[src/rtl/pinbank_pkg.sv]
package pinbank_pkg;
   localparam int unsigned PORT_W     = 8;
   localparam int unsigned IO_BITS    = 6;
   localparam int unsigned HALT_BIT   = 7;
   localparam int unsigned IDLE_BIT   = 6;
   localparam int unsigned WDOG_PIN   = 1;
   localparam int unsigned INPUT_PIN  = 6;
   localparam int unsigned CLKOUT_PIN = 7;
   localparam int unsigned SYNC_W     = INPUT_PIN + 1;

   localparam logic SEL_DATA = 1'b0;
   localparam logic SEL_DIR  = 1'b1;

   typedef struct packed {
      logic halt;
      logic idle;
   } mode_req_t;
endpackage

[src/rtl/pinbank_sync.sv]
module pinbank_sync #(
   parameter int unsigned WIDTH  = 7,
   parameter int unsigned STAGES = 2
) (
   input  logic             clk_i,
   input  logic             rst_ni,
   input  logic [WIDTH-1:0] async_i,
   output logic [WIDTH-1:0] sync_o
);
   logic [WIDTH-1:0] stage_q [STAGES];

   always_ff @(posedge clk_i or negedge rst_ni) begin
      if (!rst_ni) stage_q[0] <= '0;
      else         stage_q[0] <= async_i;
   end

   for (genvar k = 1; k < STAGES; k++) begin : g_stage
      always_ff @(posedge clk_i or negedge rst_ni) begin
         if (!rst_ni) stage_q[k] <= '0;
         else         stage_q[k] <= stage_q[k-1];
      end
   end

   assign sync_o = stage_q[STAGES-1];
endmodule

[src/rtl/pinbank_regs.sv]
module pinbank_regs
   import pinbank_pkg::*;
#(
   parameter int unsigned IO_W = IO_BITS
) (
   input  logic                clk_i,
   input  logic                rst_ni,
   input  logic                wr_i,
   input  logic                addr_i,
   input  logic [PORT_W-1:0]   wdata_i,
   output logic [IO_W-1:0]     io_data_o,
   output logic [PORT_W-1:0]   dir_o,
   output mode_req_t           req_o
);
   logic [IO_W-1:0]   data_q;
   logic [PORT_W-1:0] dir_q;
   mode_req_t         req_q;
   logic              wr_data, wr_dir;

   assign wr_data = wr_i && (addr_i == SEL_DATA);
   assign wr_dir  = wr_i && (addr_i == SEL_DIR);

   always_ff @(posedge clk_i or negedge rst_ni) begin
      if (!rst_ni) begin
         data_q <= '0;
         dir_q  <= '0;
         req_q  <= '0;
      end else begin
         req_q <= '0;
         if (wr_dir) dir_q <= wdata_i;
         if (wr_data) begin
            data_q     <= wdata_i[IO_W-1:0];
            req_q.halt <= wdata_i[HALT_BIT];
            req_q.idle <= wdata_i[IDLE_BIT] & ~wdata_i[HALT_BIT];
         end
      end
   end

   assign io_data_o = data_q;
   assign dir_o     = dir_q;
   assign req_o     = req_q;

   // a halt request only follows a data write carrying the halt bit
   a_r2_halt_from_write: assert property (@(posedge clk_i) disable iff (!rst_ni)
      req_q.halt |-> $past(wr_data && wdata_i[HALT_BIT]));
   // an idle request only follows a data write with idle set and halt clear
   a_r3_idle_from_write: assert property (@(posedge clk_i) disable iff (!rst_ni)
      req_q.idle |-> $past(wr_data && wdata_i[IDLE_BIT] && !wdata_i[HALT_BIT]));
   // the two requests never overlap
   a_r4_halt_wins: assert property (@(posedge clk_i) disable iff (!rst_ni)
      !(req_q.halt && req_q.idle));
   // direction register holds without a direction write
   a_r11_dir_hold: assert property (@(posedge clk_i) disable iff (!rst_ni)
      !wr_dir |=> $stable(dir_q));
endmodule

[src/rtl/pinbank_padmux.sv]
module pinbank_padmux
   import pinbank_pkg::*;
#(
   parameter int unsigned WDOG_OPT = 0
) (
   input  logic [IO_BITS-1:0] io_data_i,
   input  logic [IO_BITS-1:0] io_dir_i,
   input  logic               clk_ref_i,
   input  logic               wdog_n_i,
   output logic [PORT_W-1:0]  pad_out_o,
   output logic [PORT_W-1:0]  pad_oe_o,
   output logic [PORT_W-1:0]  pad_pu_o
);
   logic pin1_out, pin1_oe, pin1_pu;

   if (WDOG_OPT != 0) begin : g_wdog
      logic wd_unused_bits;
      assign wd_unused_bits = io_data_i[WDOG_PIN] ^ io_dir_i[WDOG_PIN];
      assign pin1_out = 1'b0;
      assign pin1_oe  = ~wdog_n_i;
      assign pin1_pu  = 1'b1;
   end else begin : g_plain
      logic nw_unused_wdog;
      assign nw_unused_wdog = wdog_n_i;
      assign pin1_out = io_data_i[WDOG_PIN];
      assign pin1_oe  = io_dir_i[WDOG_PIN];
      assign pin1_pu  = 1'b0;
   end

   always_comb begin
      pad_out_o = '0;
      pad_oe_o  = '0;
      pad_pu_o  = '0;
      for (int i = 0; i < int'(IO_BITS); i++) begin
         pad_out_o[i] = io_data_i[i];
         pad_oe_o[i]  = io_dir_i[i];
      end
      pad_out_o[WDOG_PIN]   = pin1_out;
      pad_oe_o[WDOG_PIN]    = pin1_oe;
      pad_pu_o[WDOG_PIN]    = pin1_pu;
      pad_out_o[INPUT_PIN]  = 1'b0;
      pad_oe_o[INPUT_PIN]   = 1'b0;
      pad_out_o[CLKOUT_PIN] = clk_ref_i;
      pad_oe_o[CLKOUT_PIN]  = 1'b1;
   end
endmodule

[src/rtl/pinbank_ctl.sv]
module pinbank_ctl
   import pinbank_pkg::*;
#(
   parameter int unsigned SYNC_STAGES = 2,
   parameter int unsigned WDOG_OPT    = 0
) (
   input  logic        clk_i,
   input  logic        rst_ni,
   input  logic        bus_wr_i,
   input  logic        bus_addr_i,
   input  logic [7:0]  bus_wdata_i,
   output logic [7:0]  bus_rdata_o,
   input  logic [7:0]  pad_in_i,
   output logic [7:0]  pad_out_o,
   output logic [7:0]  pad_oe_o,
   output logic [7:0]  pad_pu_o,
   input  logic        clk_ref_i,
   input  logic        wdog_n_i,
   input  logic        rc_clk_sel_i,
   output logic        halt_req_o,
   output logic        idle_req_o,
   output logic        sk_alt_phase_o,
   output logic        startup_dly_o,
   output logic        serial_in_o
);
   if (SYNC_STAGES < 2) begin : g_bad_sync
      $error("pinbank_ctl: SYNC_STAGES must be at least 2");
   end
   if (WDOG_OPT > 1) begin : g_bad_wdog
      $error("pinbank_ctl: WDOG_OPT must be 0 or 1");
   end

   logic [IO_BITS-1:0] io_data;
   logic [PORT_W-1:0]  dir;
   mode_req_t          req;
   logic [SYNC_W-1:0]  pin_sync;
   logic               top_unused_pin7;

   assign top_unused_pin7 = pad_in_i[CLKOUT_PIN];

   pinbank_regs #(.IO_W(IO_BITS)) u_regs (
      .clk_i     (clk_i),
      .rst_ni    (rst_ni),
      .wr_i      (bus_wr_i),
      .addr_i    (bus_addr_i),
      .wdata_i   (bus_wdata_i),
      .io_data_o (io_data),
      .dir_o     (dir),
      .req_o     (req)
   );

   pinbank_sync #(.WIDTH(SYNC_W), .STAGES(SYNC_STAGES)) u_sync (
      .clk_i   (clk_i),
      .rst_ni  (rst_ni),
      .async_i (pad_in_i[SYNC_W-1:0]),
      .sync_o  (pin_sync)
   );

   pinbank_padmux #(.WDOG_OPT(WDOG_OPT)) u_pads (
      .io_data_i (io_data),
      .io_dir_i  (dir[IO_BITS-1:0]),
      .clk_ref_i (clk_ref_i),
      .wdog_n_i  (wdog_n_i),
      .pad_out_o (pad_out_o),
      .pad_oe_o  (pad_oe_o),
      .pad_pu_o  (pad_pu_o)
   );

   assign bus_rdata_o    = (bus_addr_i == SEL_DIR) ? dir
                                                   : {2'b00, pin_sync[IO_BITS-1:0]};
   assign halt_req_o     = req.halt;
   assign idle_req_o     = req.idle;
   assign sk_alt_phase_o = dir[IDLE_BIT];
   assign startup_dly_o  = dir[HALT_BIT] & rc_clk_sel_i;
   assign serial_in_o    = pin_sync[INPUT_PIN];

   // pin 0 direction follows the direction register
   a_r9_dir_follows: assert property (@(posedge clk_i) disable iff (!rst_ni)
      pad_oe_o[0] == dir[0]);
   // pin 6 is never driven, pin 7 always is
   a_r8_fixed_pins: assert property (@(posedge clk_i) disable iff (!rst_ni)
      !pad_oe_o[INPUT_PIN] && pad_oe_o[CLKOUT_PIN]);

   if (WDOG_OPT != 0) begin : g_wd_chk
      // watchdog pin ignores the registers
      a_r10_wdog_pin: assert property (@(posedge clk_i) disable iff (!rst_ni)
         pad_pu_o[WDOG_PIN] && !pad_out_o[WDOG_PIN] && (pad_oe_o[WDOG_PIN] == !wdog_n_i));
   end
endmodule

[config.mk]
export PLATFORM = sky130hd
export DESIGN_NAME = pinbank_ctl
export DESIGN_NICKNAME = d
export VERILOG_FILES = /design/src/rtl/pinbank_pkg.sv /design/src/rtl/pinbank_sync.sv /design/src/rtl/pinbank_regs.sv /design/src/rtl/pinbank_padmux.sv /design/src/rtl/pinbank_ctl.sv
export SDC_FILE = /design/constraint.sdc
export NUM_CORES = 1
export LEC_CHECK = 0
export ABC_AREA = 0
export ABC_CLOCK_PERIOD_IN_PS = 1050
export CELL_PAD_IN_SITES_DETAIL_PLACEMENT = 1
export CELL_PAD_IN_SITES_GLOBAL_PLACEMENT = 1
export CORE_UTILIZATION = 47
export DETAILED_ROUTE_END_ITERATION = 6
export DONT_BUFFER_PORTS = 1
export GPL_ROUTABILITY_DRIVEN = 0
export GPL_TIMING_DRIVEN = 0
export PLACE_DENSITY = 0.8
export SYNTH_ARGS = -nofsm -noshare
export SYNTH_HDL_FRONTEND = slang
export SYNTH_HIERARCHICAL = 1
export SYNTH_SLANG_ARGS = --single-unit
export TNS_END_PERCENT = 30
[constraint.sdc]
create_clock -name clk_i -period 1.05 [get_ports clk_i]
set_input_delay 0.0525 -clock clk_i [delete_from_list [all_inputs] [get_ports clk_i]]
set_output_delay 0.0525 -clock clk_i [all_outputs]
set_load 0.02 [all_outputs]
After elaboration in Yosys (flattened, before gate mapping)
Cells that the tools add are included.
Widths: inputs -> output; s select.
{ "word_totals": {"regBits": 30, "latch_bits": 0, "mem_bits_rw": 0, "rom_bits": 0, "output_inout_bits": 37, "wordCells": 14, "memories": 0} }
{ "op_classes": {"add_sub_neg": 0, "n_mul": 0, "div_mod_pow": 0, "order_cmp": 0, "n_eq_ne": 0, "shifts": 0, "n_mux": 2, "bitwise_logic": 4, "reduce_logical": 2} }
{ "ops": {"columns": ["cell", "n"], "rows": [
  ["$mux 8", 1],
  ["$and 1x1->1", 2],
  ["$logic_and 1x1->1", 2],
  ["$mux 2", 1],
  ["$not 1->1", 2]
]} }

Logic depth before layout (Yosys ltp)
Gate-level depths: netlist of the first run.
{ "logic_depth": {"depth_word": 3, "mapped_depth": 3} }

Cells and area by module
Netlist of the first run, hierarchy kept.
{ "by_module_without_submodules": {"columns": ["module", "n_inst", "cells_each", "area_per_inst_um2"], "rows": [
  ["pinbank_regs", 1, 36, 626.9],
  ["pinbank_sync", 1, 21, 402.9],
  ["pinbank_padmux", 1, 26, 187.7],
  ["pinbank_ctl", 1, 10, 122.6]
]} }

Worst setup path after synthesis of the first run
Ideal clock, no wire load.
{ "synth_path": {"path_kind": "register -> register", "start": "reg, netlist name u_regs/dir_o[6]", "end": "reg u_regs.dir_q[6], in the netlist u_regs/dir_o[6]", "arrival_time_ns": 0.711, "required_ns": 0.925, "setup_slack_ns": 0.214, "path_stages_with_launch": 2, "n_path_buf": 0, "cell_sequence": "dfrtp_1 -> mux2_2"} }
{ "synth_rtl": {"columns": ["element", "line_no", "source"], "rows": [
  ["end signal: assignment", "pinbank_regs.sv:30", "if (wr_dir) dir_q <= wdata_i;"],
  ["end: declaration", "pinbank_regs.sv:16", "logic [PORT_W-1:0] dir_q;"]
]} }

Worst setup path after layout of the first run
{ "layout_path": {"start": "reg u_regs.dir_q[0], in the netlist u_regs/dir_o[0]", "end": "out bus_rdata_o[0]"} }
{ "layout_via": {"elab_chain_cells": 1} }
{ "layout_rtl": {"columns": ["element", "line_no", "source"], "rows": [
  ["$mux 8", "pinbank_ctl.sv:69", "assign bus_rdata_o = (bus_addr_i == SEL_DIR) ? dir"],
  ["end: declaration", "pinbank_ctl.sv:12", "output logic [7:0] bus_rdata_o,"]
]} }
No other way between the ends.

==> results_dict.tcl, run 1 <==
set metrics [dict create \
    status "finished, violations left" \
    violations "setup timing" \
    fin_tns_setup_ps -87.4 \
    initial_core_util_pct 51.7 \
    yosysTopAreaCell "dfrtp_1" \
    power.leakage_nw 0.814 \
    setup_viol 6 \
    cts_buffer_depth 2 \
    path_depth 1 \
    grt-ovfl-total 0 \
    total_power_mw 2.60 \
    first_global_vias 794 \
    r2r_cells 2 \
    cp.arrival_ps 1020 \
    core-area_um2 2590 \
    multi_input_area_um2 369 \
    worst_slack_ps -22.4 \
    min_path_cells 3 \
    n_antenna_cell 0 \
    crit_type "flop to output pin" \
    cts_tree "yes" \
    port_buffers 0 \
    regArea_um2 752 \
    peakVddDrop_mv 1.08 \
    worstPathCellList "mux2_4" \
    reg2reg_from "u_regs/dir_o[5]" \
    yosysWarnings 6 \
    path_max_fanout 3 \
    power.switching_mw 0.740 \
    hold_viol_final 0 \
    dr.pass1.iters 4 \
    skew_ps 1.53 \
    crit_required_ps 1000 \
    clk_latency_ps 310 \
    min_path_type "primary input to flop" \
    cts-root-buf "clkbuf_4" \
    die_y_um 55.4 \
    ys_top_cells_by_area "dfrtp_1 (56%), buf_4 (17%), mux2_4 (13%)" \
    clock_power_share_pct 22.8 \
    power_density_nw_per_um2 1600 \
    drc 0 \
    grt_pass1_wl_um 4070 \
    avgSynthCellArea_um2 14.4 \
    clock_sinks 30 \
    nFillCells 253 \
    cpLargestDelayFamily "flip-flops" \
    fin_nets 146 \
    finalCritPeriodShare_pct 102 \
    grt_use_total_pct 18.0 \
    numCtsBuffers 5 \
    post-route-min-period_ps 1070 \
    ys_seq_area_share_pct 56.0 \
    viasPerCell 4.54 \
    layout-drive-gt1-share_pct 49.6 \
    grt_max_degree 31 \
    via_count 694 \
    placed_cell_area_um2 1410 \
    hp-start "bus_addr_i" \
    antenna_left 0 \
    p_sw_share_pct 28.5 \
    syn_to_final_growth_pct 21.7 \
    rows 18 \
    cap_violations 0 \
    drt-total-wl_um 2410 \
    io_pins 60 \
    critPathLaunchType "flop" \
    crit_start "u_regs/dir_o[0]" \
    endpoint_kind "output pin" \
    rsz0062_at_grt "yes" \
    pwr-share-comb_pct 25.6 \
    syn_inst 93 \
    cpPeakStageDelay_ps 410 \
    htreeDepth 2 \
    final_max_slew_viol_count 0 \
    die_x_um 55.4 \
    drtIter0Drc 7 \
    synth.distinct_cells 13 \
    antenna_found_initial 0 \
    synthesis.area_um2 1340 \
    fin_area_um2 1630 \
    crit_buf_inv 0 \
    yosys_register_bits 30 \
    dieArea_um2 3070 \
    synth_top_area_share_pct 56.0 \
    wire_per_inst_um 15.7 \
    p_seq_share_pct 51.6 \
    cts.clk_slew.worst_paths_ps 90 \
    p_int_mw 1.86 \
    fmax_mhz 932 \
    cp_slowest_cell "dfrtp_1" \
]
worst reg2reg max path, cell delays in order, from the launching register on:
cell     delay [ps]
dfrtp_1         390
buf_4           140
mux2_2          250
cells in the mapped netlist, drive strengths merged:
library cell / count
and2: 3
buf: 33
conb: 2
dfrtp: 30
inv: 1
mux2: 20
nand2: 1
nand2b: 1
nor2: 1
nor3b: 1
kinds of logic (layout without fill, tap and decap cells):
| group | count (synthesis) | after routing | share of synthesized area (%) |
|---|---|---|---|
| flip-flops | 30 | 30 | 56.0 |
| other | 2 | 11 | 0.560 |
| multiplexers | 20 | 20 | 20.2 |
| AND/OR/NAND/NOR | 7 | 7 | 3.92 |
| buffers and inverters | 34 | 55 | 19.3 |
routing by layer:
layer	global-route usage, %	routed length, um	part of all wire (%)	vias up
met5	0	0	0	-
met1	18.4	895	37	336
met3	6.79	155	6.4	5
li1	-	-	-	317
met4	8.93	38	1.6	0
met2	32.0	1320	55	36
timing repair:
action / CTS / global route
setup endpoints to repair: 7 / 10
hold buffers: 18 / 0
pin swaps: 0 / 1
gates resized for setup: 3 / 4
buffers inserted: 1 / 1
hold endpoints to repair: 53 / 0
cell type report:
| type | instances | share of cell area, % |
|---|---|---|
| timing repair buffer | 20 | 12.6 |
| clock buffer | 7 | 2.76 |
| buffer | 27 | 13.4 |
| tap | 30 | 2.30 |
| sequential | 30 | 46.1 |
| inverter | 1 | 0.230 |
| multi-input combinational | 38 | 22.6 |
registers in the layout, summed over array words and instances (netlist names):
name and count:
u_regs/dir_o 8, u_sync/stage_q 7, u_sync/sync_o 7, u_regs/io_data_o 6, u_regs/req_o 2
power groups by stage:
stage                     Sequential (mW)  Combinational, mW  Clock [mW]
after floorplan                      1.34              0.526           0
after global placement               1.35              0.551           0
after detailed placement             1.36              0.558           0
after CTS                            1.34              0.647       0.621
after global routing                 1.36              0.704       0.674
final                                1.34              0.666       0.593
stage by stage:
stage	cells	hold WS, ps	setup slack (ps)	utilization, %
after global routing	153	62.6	-84.1	62.9
after detailed placement	132	-242	198	54.5
final	153	61.5	-22.4	62.9
after CTS	152	49.8	-50.5	62.4
after global placement	132	-242	198	54.5
after floorplan	102	-243	214	-
final timing paths:
| check | to | slack, ps |
|---|---|---|
| min reg2reg | u_sync/sync_o[6] | 350 |
| min | u_regs/req_o[1] | 60 |
| max reg2reg | u_regs/dir_o[5] | 170 |
| max | bus_rdata_o[0] | -20 |
| min in group asynchronous | u_regs/req_o[1] | 180 |
| max in group asynchronous | u_regs/dir_o[6] | 690 |
layout by cell type, fill, tap and decap left out:
master | netlist | final
nor3b_1 | 1 | 1
and2_4 | 0 | 3
dlygate4sd3_1 | 0 | 17
buf_4 | 31 | 25
conb_1 | 2 | 11
dfrtp_2 | 0 | 1
mux2_2 | 8 | 8
buf_12 | 0 | 1
nand2b_4 | 1 | 1
inv_1 | 1 | 1
dfrtp_1 | 30 | 29
mux2_4 | 12 | 12
clkbuf_4 | 0 | 5
nand2_2 | 1 | 1
nor2_1 | 1 | 1
clkbuf_1 | 0 | 2
buf_6 | 2 | 4
No activity file was read; power rests on OpenSTA's default activity.
==> run 2, diff against run 1 <==
Settings changed: REMOVE_ABC_BUFFERS set to 1.
==> run 2 against run 1 <==
Effect of this change: register-to-register slack barely moved; cell area fell by 12%; hold slack worse by 44 ps; the flow still finishes with violations (setup timing); critical endpoint is now bus_rdata_o[1]; combinational power is 43% lower; critical path depth unchanged; non-clock buffer count fell by 29; flip-flop and latch count unchanged; global-route usage is 1.7 points lower; clock power is 53% higher; sequential share of layout area is 6.8 points higher.
==> results_dict.tcl, run 2 (synthesis results as in run 1) <==
set metrics [dict create \
    path_max_fanout 3 \
    worst_slack_ps -131 \
    final_cell_mix "dfrtp_1 (23), dlygate4sd3_1 (17), mux2_4 (12)" \
    largest_reg_flops 8 \
    first_global_vias 712 \
    final_common_cell "dfrtp_1" \
    io_pins 60 \
    cp_slowest_cell "dfrtp_2" \
    dr.pass1.iters 2 \
    numCtsBuffers 5 \
    rsz0062_at_grt "yes" \
    port_buffers 0 \
    grt-ovfl-total 0 \
    wire_per_inst_um 18.4 \
    die_y_um 55.4 \
    syn_to_final_growth_pct 7.10 \
    peakVddDrop_mv 1.30 \
    viasPerCell 4.84 \
    htreeDepth 2 \
    layout-drive-gt1-share_pct 42.1 \
    initial_core_util_pct 51.7 \
    drtIter0Drc 14 \
    finalCritPeriodShare_pct 112 \
    drc 0 \
    endpoint_kind "output pin" \
    nFillCells 248 \
    grt_pass1_wl_um 3650 \
    violations "setup timing" \
    skew_ps 7.05 \
    layout.cells.non_filler 125 \
    antenna_found_initial 0 \
    cts_buffer_depth 2 \
    crit_type "flop to output pin" \
    core-area_um2 2590 \
    power_density_nw_per_um2 1910 \
    antenna_left 0 \
    dp_cells 99 \
    status "finished, violations left" \
    drt-total-wl_um 2290 \
    via_count 605 \
    clk_latency_ps 320 \
    cpLargestDelayFamily "flip-flops" \
    dieArea_um2 3070 \
    cp.arrival_ps 1130 \
    crit_buf_inv 0 \
    reg2reg_from "u_regs/dir_o[1]" \
    clock_sinks 30 \
    rows 18 \
    crit_required_ps 1000 \
    crit_start "u_regs/dir_o[1]" \
    critPathLaunchType "flop" \
    path_depth 1 \
    cts-root-buf "clkbuf_4" \
    post-route-min-period_ps 1180 \
    cp-endpoint "bus_rdata_o[1]" \
    fin_nets 117 \
    cpPeakStageDelay_ps 480 \
    grt_use_total_pct 16.4 \
    min_path_type "primary input to flop" \
    grt_max_degree 31 \
    r2r_cells 1 \
    die_x_um 55.4 \
    final_max_slew_viol_count 0 \
    fmax_mhz 847 \
    hold_viol_final 0 \
    cap_violations 0 \
    worstPathCellList "mux2_4" \
    setup_viol 6 \
    power.leakage_nw 0.676 \
    cts_tree "yes" \
    r2r_slack_ps 170 \
    cts.clk_slew.worst_paths_ps 100 \
    r2r-end "u_regs/dir_o[1]" \
    holdWs_ps 17.6 \
    fin_tns_setup_ps -718 \
    n_antenna_cell 0 \
]
-- run 2: final cells by class --
type / count / area [um^2] / share of cell area, %
Multi-Input combinational cell: 38 / 367 / 25.5
Clock buffer: 5 / 37.5 / 2.62
Sequential cell: 30 / 759 / 52.9
Inverter: 1 / 3.75 / 0.262
Tap cell: 30 / 37.5 / 2.62
Timing Repair Buffer: 18 / 190 / 13.3
Clock inverter: 3 / 40.0 / 2.79
-- run 2: metal layers --
layer,global-route usage (%),wire length (um),vias to the layer above
met5,0,0,-
li1,-,-,258
met4,7.14,23,0
met2,26.3,1230,46
met3,8.67,214,4
met1,17.9,826,297
-- run 2: how the worst min path moves through the flow --
stage | startpoint | end | slack [ps] | depth (start not counted)
after global routing | bus_addr_i | u_regs/req_o[1] | 20 | 2
final | bus_addr_i | u_regs/req_o[1] | 20 | 2
after detailed placement | rst_ni | u_regs/dir_o[0] | -240 | 0
after floorplan | rst_ni | u_regs/dir_o[0] | -240 | 0
after global placement | rst_ni | u_regs/dir_o[5] | -240 | 0
after CTS | bus_addr_i | u_regs/req_o[1] | 10 | 2
-- run 2: power by group --
part	internal, mW	switching (mW)
Combinational	0.197	0.183
Sequential	1.27	0.180
Clock	0.493	0.412
-- run 2: through the flow --
step / util [%] / setup WS, ps / area (um^2) / power [mW]
after floorplan: - / 210 / 1120 / 1.70
after global placement: 44.6 / 188 / 1160 / 1.73
after detailed placement: 44.6 / 159 / 1160 / 1.75
after CTS: 55.4 / -137 / 1430 / 2.74
after global routing: 55.4 / -186 / 1440 / 2.87
final: 55.4 / -131 / 1440 / 2.74
-- run 2: repair_timing --
item,in CTS,in global routing
setup endpoints to repair,7,8
endpoints found under the hold margin,53,0
hold buffers,18,0
pin swaps,1,0
gates resized for setup,8,1
buffers inserted,0,0
